$ cat src/rtl/eirq_pkg.sv
package eirq_pkg;
  localparam int unsigned LINE_W = 3;
  typedef enum logic [LINE_W-1:0] {
    RG_IMASK  = 3'd0,
    RG_EMASK  = 3'd1,
    RG_RISE   = 3'd2,
    RG_FALL   = 3'd3,
    RG_SWTRIG = 3'd4,
    RG_PEND   = 3'd5
  } lreg_e;
  localparam logic [LINE_W-1:0] SEL_FIRST = 3'd2;
endpackage

$ cat src/rtl/eirq_src_mux.sv
module eirq_src_mux #(
  parameter int unsigned NUM_PORTS = 7,
  parameter int unsigned SEL_W     = 4
) (
  input  logic [NUM_PORTS-1:0] pins,
  input  logic [SEL_W-1:0]     sel,
  output logic                 pin
);
  always_comb begin
    pin = 1'b0;
    for (int p = 0; p < NUM_PORTS; p++) begin
      if (sel == SEL_W'(p)) pin = pins[p];
    end
  end
endmodule

$ cat src/rtl/eirq_edge.sv
module eirq_edge (
  input  logic clk,
  input  logic rst_n,
  input  logic din,
  input  logic rise_en,
  input  logic fall_en,
  output logic hit
);
  logic meta_q, sync_q, prev_q;

  always_ff @(posedge clk) begin
    if (!rst_n) begin
      meta_q <= 1'b0;
      sync_q <= 1'b0;
      prev_q <= 1'b0;
    end else begin
      meta_q <= din;
      sync_q <= meta_q;
      prev_q <= sync_q;
    end
  end

  always_comb begin
    hit = (rise_en & sync_q & ~prev_q) | (fall_en & ~sync_q & prev_q);
  end
endmodule

$ cat src/rtl/eirq_regs.sv
module eirq_regs
  import eirq_pkg::*;
#(
  parameter int unsigned NUM_LINES = 16,
  parameter int unsigned SEL_W     = 4,
  parameter int unsigned DATA_W    = 32,
  parameter int unsigned ADDR_W    = 6,
  parameter int unsigned PER_SEL   = 4
) (
  input  logic                       clk,
  input  logic                       rst_n,
  input  logic                       bus_wr,
  input  logic [ADDR_W-1:0]          bus_addr,
  input  logic [DATA_W-1:0]          bus_wdata,
  output logic [DATA_W-1:0]          bus_rdata,
  input  logic [NUM_LINES-1:0]       hit,
  output logic [NUM_LINES-1:0]       imask,
  output logic [NUM_LINES-1:0]       emask,
  output logic [NUM_LINES-1:0]       rise_en,
  output logic [NUM_LINES-1:0]       fall_en,
  output logic [NUM_LINES-1:0]       swtrig,
  output logic [NUM_LINES-1:0]       pend,
  output logic [NUM_LINES-1:0]       set_v,
  output logic [NUM_LINES-1:0]       evt,
  output logic [NUM_LINES*SEL_W-1:0] sel_flat
);
  localparam int unsigned SEL_REGS = NUM_LINES / PER_SEL;
  localparam int unsigned FIELD_W  = PER_SEL * SEL_W;

  logic [SEL_REGS-1:0][FIELD_W-1:0] sel_q;
  logic [LINE_W-1:0]    lsel;
  logic                 sel_rgn;
  logic                 wr_line;
  logic [LINE_W-1:0]    sidx;
  logic                 sidx_ok;
  logic [NUM_LINES-1:0] wbits;
  logic [NUM_LINES-1:0] sw_set;
  logic [NUM_LINES-1:0] pend_clr;

  always_comb begin
    lsel     = bus_addr[LINE_W+1:2];
    sel_rgn  = bus_addr[ADDR_W-1];
    wr_line  = bus_wr & ~sel_rgn;
    sidx     = lsel - SEL_FIRST;
    sidx_ok  = (lsel >= SEL_FIRST) && (int'(sidx) < SEL_REGS);
    wbits    = bus_wdata[NUM_LINES-1:0];
    sw_set   = (wr_line && lsel == RG_SWTRIG) ? wbits : '0;
    pend_clr = (wr_line && lsel == RG_PEND)   ? wbits : '0;
    set_v    = hit | sw_set;
    sel_flat = sel_q;
  end

  always_ff @(posedge clk) begin
    if (!rst_n) begin
      imask   <= '0;
      emask   <= '0;
      rise_en <= '0;
      fall_en <= '0;
      swtrig  <= '0;
      pend    <= '0;
      evt     <= '0;
      sel_q   <= '0;
    end else begin
      if (wr_line && lsel == RG_IMASK) imask   <= wbits;
      if (wr_line && lsel == RG_EMASK) emask   <= wbits;
      if (wr_line && lsel == RG_RISE)  rise_en <= wbits;
      if (wr_line && lsel == RG_FALL)  fall_en <= wbits;
      swtrig <= (swtrig | sw_set) & ~pend_clr;
      pend   <= (pend & ~pend_clr) | set_v;
      evt    <= set_v & emask;
      if (bus_wr && sel_rgn && sidx_ok)
        sel_q[sidx] <= bus_wdata[FIELD_W-1:0];
    end
  end

  always_comb begin
    bus_rdata = '0;
    if (!sel_rgn) begin
      case (lsel)
        RG_IMASK:  bus_rdata = DATA_W'(imask);
        RG_EMASK:  bus_rdata = DATA_W'(emask);
        RG_RISE:   bus_rdata = DATA_W'(rise_en);
        RG_FALL:   bus_rdata = DATA_W'(fall_en);
        RG_SWTRIG: bus_rdata = DATA_W'(swtrig);
        RG_PEND:   bus_rdata = DATA_W'(pend);
        default:   bus_rdata = '0;
      endcase
    end else if (sidx_ok) begin
      bus_rdata = DATA_W'(sel_q[sidx]);
    end
  end
endmodule

$ cat src/rtl/ext_irq_ctrl.sv
module ext_irq_ctrl #(
  parameter int unsigned NUM_LINES = 16,
  parameter int unsigned NUM_PORTS = 7,
  parameter int unsigned SEL_W     = 4,
  parameter int unsigned DATA_W    = 32,
  parameter int unsigned ADDR_W    = 6,
  parameter int unsigned PORT_W    = 16
) (
  input  logic                          clk,
  input  logic                          rst_n,
  input  logic [NUM_PORTS*PORT_W-1:0]   gpio_in,
  input  logic                          bus_wr,
  input  logic [ADDR_W-1:0]             bus_addr,
  input  logic [DATA_W-1:0]             bus_wdata,
  output logic [DATA_W-1:0]             bus_rdata,
  output logic [NUM_LINES-1:0]          irq_o,
  output logic [NUM_LINES-1:0]          evt_o
);
  localparam int unsigned PER_SEL = 4;

  logic [NUM_LINES-1:0]       imask, emask, rise_en, fall_en;
  logic [NUM_LINES-1:0]       swtrig, pend, set_v, hit, evt;
  logic [NUM_LINES*SEL_W-1:0] sel_flat;

  eirq_regs #(
    .NUM_LINES(NUM_LINES), .SEL_W(SEL_W), .DATA_W(DATA_W),
    .ADDR_W(ADDR_W), .PER_SEL(PER_SEL)
  ) i_regs (
    .clk(clk), .rst_n(rst_n), .bus_wr(bus_wr), .bus_addr(bus_addr),
    .bus_wdata(bus_wdata), .bus_rdata(bus_rdata), .hit(hit),
    .imask(imask), .emask(emask), .rise_en(rise_en), .fall_en(fall_en),
    .swtrig(swtrig), .pend(pend), .set_v(set_v), .evt(evt),
    .sel_flat(sel_flat)
  );

  for (genvar n = 0; n < NUM_LINES; n++) begin : g_line
    logic [NUM_PORTS-1:0] pins;
    logic                 src;
    for (genvar k = 0; k < NUM_PORTS; k++) begin : g_port
      assign pins[k] = gpio_in[k*PORT_W + n];
    end
    eirq_src_mux #(.NUM_PORTS(NUM_PORTS), .SEL_W(SEL_W)) i_mux (
      .pins(pins), .sel(sel_flat[n*SEL_W +: SEL_W]), .pin(src)
    );
    eirq_edge i_edge (
      .clk(clk), .rst_n(rst_n), .din(src),
      .rise_en(rise_en[n]), .fall_en(fall_en[n]), .hit(hit[n])
    );
  end

  assign irq_o = pend & imask;
  assign evt_o = evt;
endmodule

$ cat config.mk
export PLATFORM = sky130hd
export DESIGN_NAME = ext_irq_ctrl
export DESIGN_NICKNAME = d
export VERILOG_FILES = /design/src/rtl/eirq_pkg.sv /design/src/rtl/eirq_src_mux.sv /design/src/rtl/eirq_edge.sv /design/src/rtl/eirq_regs.sv /design/src/rtl/ext_irq_ctrl.sv
export SDC_FILE = /design/constraint.sdc
export NUM_CORES = 1
export LEC_CHECK = 0
export BUFFER_PORTS_ARGS = -buffer_cell sky130_fd_sc_hd__buf_4
export CORE_MARGIN = 1.5
export CORE_UTILIZATION = 50
export CTS_CLUSTER_SIZE = 24
export DETAILED_ROUTE_END_ITERATION = 10
export GPL_ROUTABILITY_DRIVEN = 1
export PLACE_DENSITY = 0.74
export SLEW_MARGIN = 10
export SYNTH_ARGS = -nofsm -noshare
export SYNTH_HDL_FRONTEND = slang
export SYNTH_HIERARCHICAL = 1
export SYNTH_SLANG_ARGS = --single-unit
$ cat constraint.sdc
create_clock -name clk -period 3 [get_ports clk]
set_input_delay 0.15 -clock clk [delete_from_list [all_inputs] [get_ports clk]]
set_output_delay 0.15 -clock clk [all_outputs]
set_load 0.01 [all_outputs]
==> results.py <==
metrics = {
    "status": {
        "run_status": "completed",
    },
    "place": {
        "pre_cts_setup_slack_ns": 0.731,
        "finalWeightedCongestion": 0.829,
        "placed_cell_area_um2": 12300,
        "portBuffers": 182,
        "post-dp-hpwl_mm": 20.9,
    },
    "power": {
        "peak_ir_drop_on_the_vdd_network_uv": 302,
        "power_per_cell_area_nw_per_um2": 524,
        "total_leakage_power_uw": 0.00511,
    },
    "routing": {
        "avgRoutedWirePerCell_um": 18.1,
        "initialDrtViolationCount": 691,
        "drtPass1Iterations": 6,
        "drtAntennaViolNets": 0,
        "finalWirelength_mm": 29.7,
        "remaining_drc_errors": 0,
        "viasPerCell": 5.60,
        "num_vias": 9221,
    },
    "clock_network": {
        "clk_root_buffer_cell": "sky130_fd_sc_hd__clkbuf_16",
        "total_cts_buffers": 23,
        "clock_insertion_delay_worst_skew_ns": 0.51,
        "holdBufCountCts": 16,
        "clock_tree.htree_level_count": 1,
        "tritoncts": "built",
        "clkSlewWorstSetupHoldPaths_ns": 0.06,
        "clock_sinks": 224,
        "postCtsResizedCells": 0,
        "clock_path_buffers": 3,
        "cts_post_setup_buffers_inserted": 0,
    },
    "critical_path": {
        "kind_of_start_point_of_the_critical_path": "input pin",
        "critical_path.cell_chain": "buf_4 > inv_1 > ha_1 > nor2b_1 > buf_4 > nand2_1 > o21ai_1 > buf_4",
        "cp_class": "in2out",
        "worst_path_largest_cell_delay_ns": 0.43,
        "worst_ep_arrival_time_ns": 2.06,
        "worst_path_dominant_cell_family": "buffers and inverters",
        "cp.required_ns": 2.85,
        "timing.critical_path.slowest_stage_cell": "sky130_fd_sc_hd__buf_4",
        "critical_path_peak_fanout": 36,
        "critPathBufInv": 4,
        "crit_path_end_kind": "output port",
        "crit_top_cell": "sky130_fd_sc_hd__buf_4",
    },
    "logic_synthesis": {
        "synthCells": 1188,
        "summed_instance_area_of_the_synthesized_netlist_um2": 10800,
        "mean_cell_area_of_the_mapped_netlist_um2": 9.08,
        "yosys_warnings": 6,
    },
    "sta": {
        "finalSetupTns_ns": 0,
        "worst_pin_slew_ns": 0.748,
        "maxSlewViolCount": 0,
        "final.setup_skew_ns": 0.00890,
        "final_period_minus_worst_setup_slack_ns": 2.21,
        "final_critical_path_setup_slack_ns": 0.787,
        "final.period_utilization": 0.738,
        "report.final.setup_viol": 0,
        "finalHoldViolations": 0,
        "slew-limit-headroom": 0.500,
        "rsz0062_at_grt": "no",
        "max_freq_mhz": 452,
    },
    "floorplan": {
        "die_height_um": 150,
        "placement_rows": 53,
        "die-area_um2": 22500,
        "floorplan.initialDensity": 0.511,
        "io_pins": 217,
        "die_x_extent_um": 150,
        "core_um2": 21100,
    },
    "finish": {
        "post-route-cell-area_um2": 13300,
        "area.growth.synth_to_final_pct": 23.3,
        "post_route_cells_drive_above_1_share": 0.242,
        "antenna_cells": 0,
        "fin_nets": 1511,
    },
    "worst_hold_path": {
        "hold_path.class": "in2reg",
    },
    "global_route": {
        "global_route.overflow_total": 0,
        "number_of_antenna_violations_at_the_first_check_in_global_routing": 0,
        "grt_pass1_wl_mm": 46.3,
        "grt_pass1_vias": 8627,
        "largest_net_degree_at_the_start_of_global_routing": 96,
        "gr-usage-all-layers": 0.261,
    },
    "run": {
        "timing.max_cap.violations": 0,
    },
}
==> stage by stage <==
step,cells,hold WS [ns],utilization,total power (uW)
2_1_floorplan,1203,0.272,-,3470
3_3_place_gp,1590,0.414,0.581,3700
3_5_place_dp,1590,0.417,0.581,3710
4_1_cts,1646,0.0830,0.630,6980
5_1_grt,1646,0.113,0.630,7160
6_report,1646,0.0958,0.630,6960
==> layout make-up <==
cell class,instances,area (um2)
flip-flops and latches,224,4480
well taps,275,344
repair buffers,228,1780
multi-input cells,876,5800
clock buffers,28,634
clock inverters,12,240
fillers,1804,7800
inverters,3,11.3
==> report_power, final <==
part           leakage (uW)  internal [uW]  switching (uW)  total [uW]
registers           0.00182           3030            42.6        3080
logic               0.00287            290             302         593
clock network      0.000424           2100            1190        3290
==> sequential cells by signal, summed over array words and instances (netlist names) <==
name                  flops
i_regs/sel_flat          64
g_line.i_edge/meta_q     16
g_line.i_edge/prev_q     16
g_line.i_edge/sync_q     16
i_regs/emask             16
i_regs/evt               16
i_regs/fall_en           16
i_regs/imask             16
i_regs/pend              16
i_regs/rise_en           16
i_regs/swtrig            16
==> cell usage in the layout (no fill, tap or decap), types with 4 or more instances in the layout <==
| cell | instances |
|---|---|
| sky130_fd_sc_hd__nand2_1 | 284 |
| sky130_fd_sc_hd__dfxtp_1 | 224 |
| sky130_fd_sc_hd__buf_4 | 210 |
| sky130_fd_sc_hd__a21boi_1 | 76 |
| sky130_fd_sc_hd__mux2i_1 | 64 |
| sky130_fd_sc_hd__and2_1 | 50 |
| sky130_fd_sc_hd__nor2_1 | 49 |
| sky130_fd_sc_hd__nor2b_1 | 39 |
| sky130_fd_sc_hd__mux4_2 | 35 |
| sky130_fd_sc_hd__a21boi_0 | 32 |
| sky130_fd_sc_hd__o22ai_1 | 26 |
| sky130_fd_sc_hd__nand3_1 | 25 |
| sky130_fd_sc_hd__clkbuf_16 | 23 |
| sky130_fd_sc_hd__a21oi_1 | 22 |
| sky130_fd_sc_hd__nand3b_1 | 20 |
| sky130_fd_sc_hd__o21ai_0 | 18 |
| sky130_fd_sc_hd__and2_2 | 17 |
| sky130_fd_sc_hd__o211a_1 | 16 |
| sky130_fd_sc_hd__nor3_1 | 16 |
| sky130_fd_sc_hd__dlygate4sd3_1 | 16 |
| sky130_fd_sc_hd__conb_1 | 16 |
| sky130_fd_sc_hd__o21ai_1 | 13 |
| sky130_fd_sc_hd__a21oi_4 | 10 |
| sky130_fd_sc_hd__mux2_2 | 8 |
| sky130_fd_sc_hd__bufinv_16 | 7 |
| sky130_fd_sc_hd__a221oi_1 | 6 |
| sky130_fd_sc_hd__clkbuf_8 | 4 |
| sky130_fd_sc_hd__a21oi_2 | 4 |
==> routing by layer <==
metal	part of all wire	GRT usage
met1	0.44	0.363
met2	0.48	0.431
met3	0.071	0.0332
met4	0.014	0.0637
met5	0	0
==> worst min-delay path: stages <==
cell and delay (ns):
sky130_fd_sc_hd__buf_4 0.26, sky130_fd_sc_hd__nand2_1 0.11, sky130_fd_sc_hd__nor2_1 0.04
==> final timing paths <==
path,start,end,slack [ns],cells past startpoint
max reg2reg,i_regs/sel_flat[52]$_SDFFE_PN0P_,g_line[13].i_edge/meta_q$_SDFF_PN0_,1.55,4
min reg2reg,g_line[12].i_edge/meta_q$_SDFF_PN0_,g_line[12].i_edge/sync_q$_SDFF_PN0_,0.43,1
max,bus_addr[4],bus_rdata[7],0.79,8
min,rst_n,i_regs/swtrig[4]$_SDFF_PN0_,0.1,3
(Power assumes the default switching activity.)
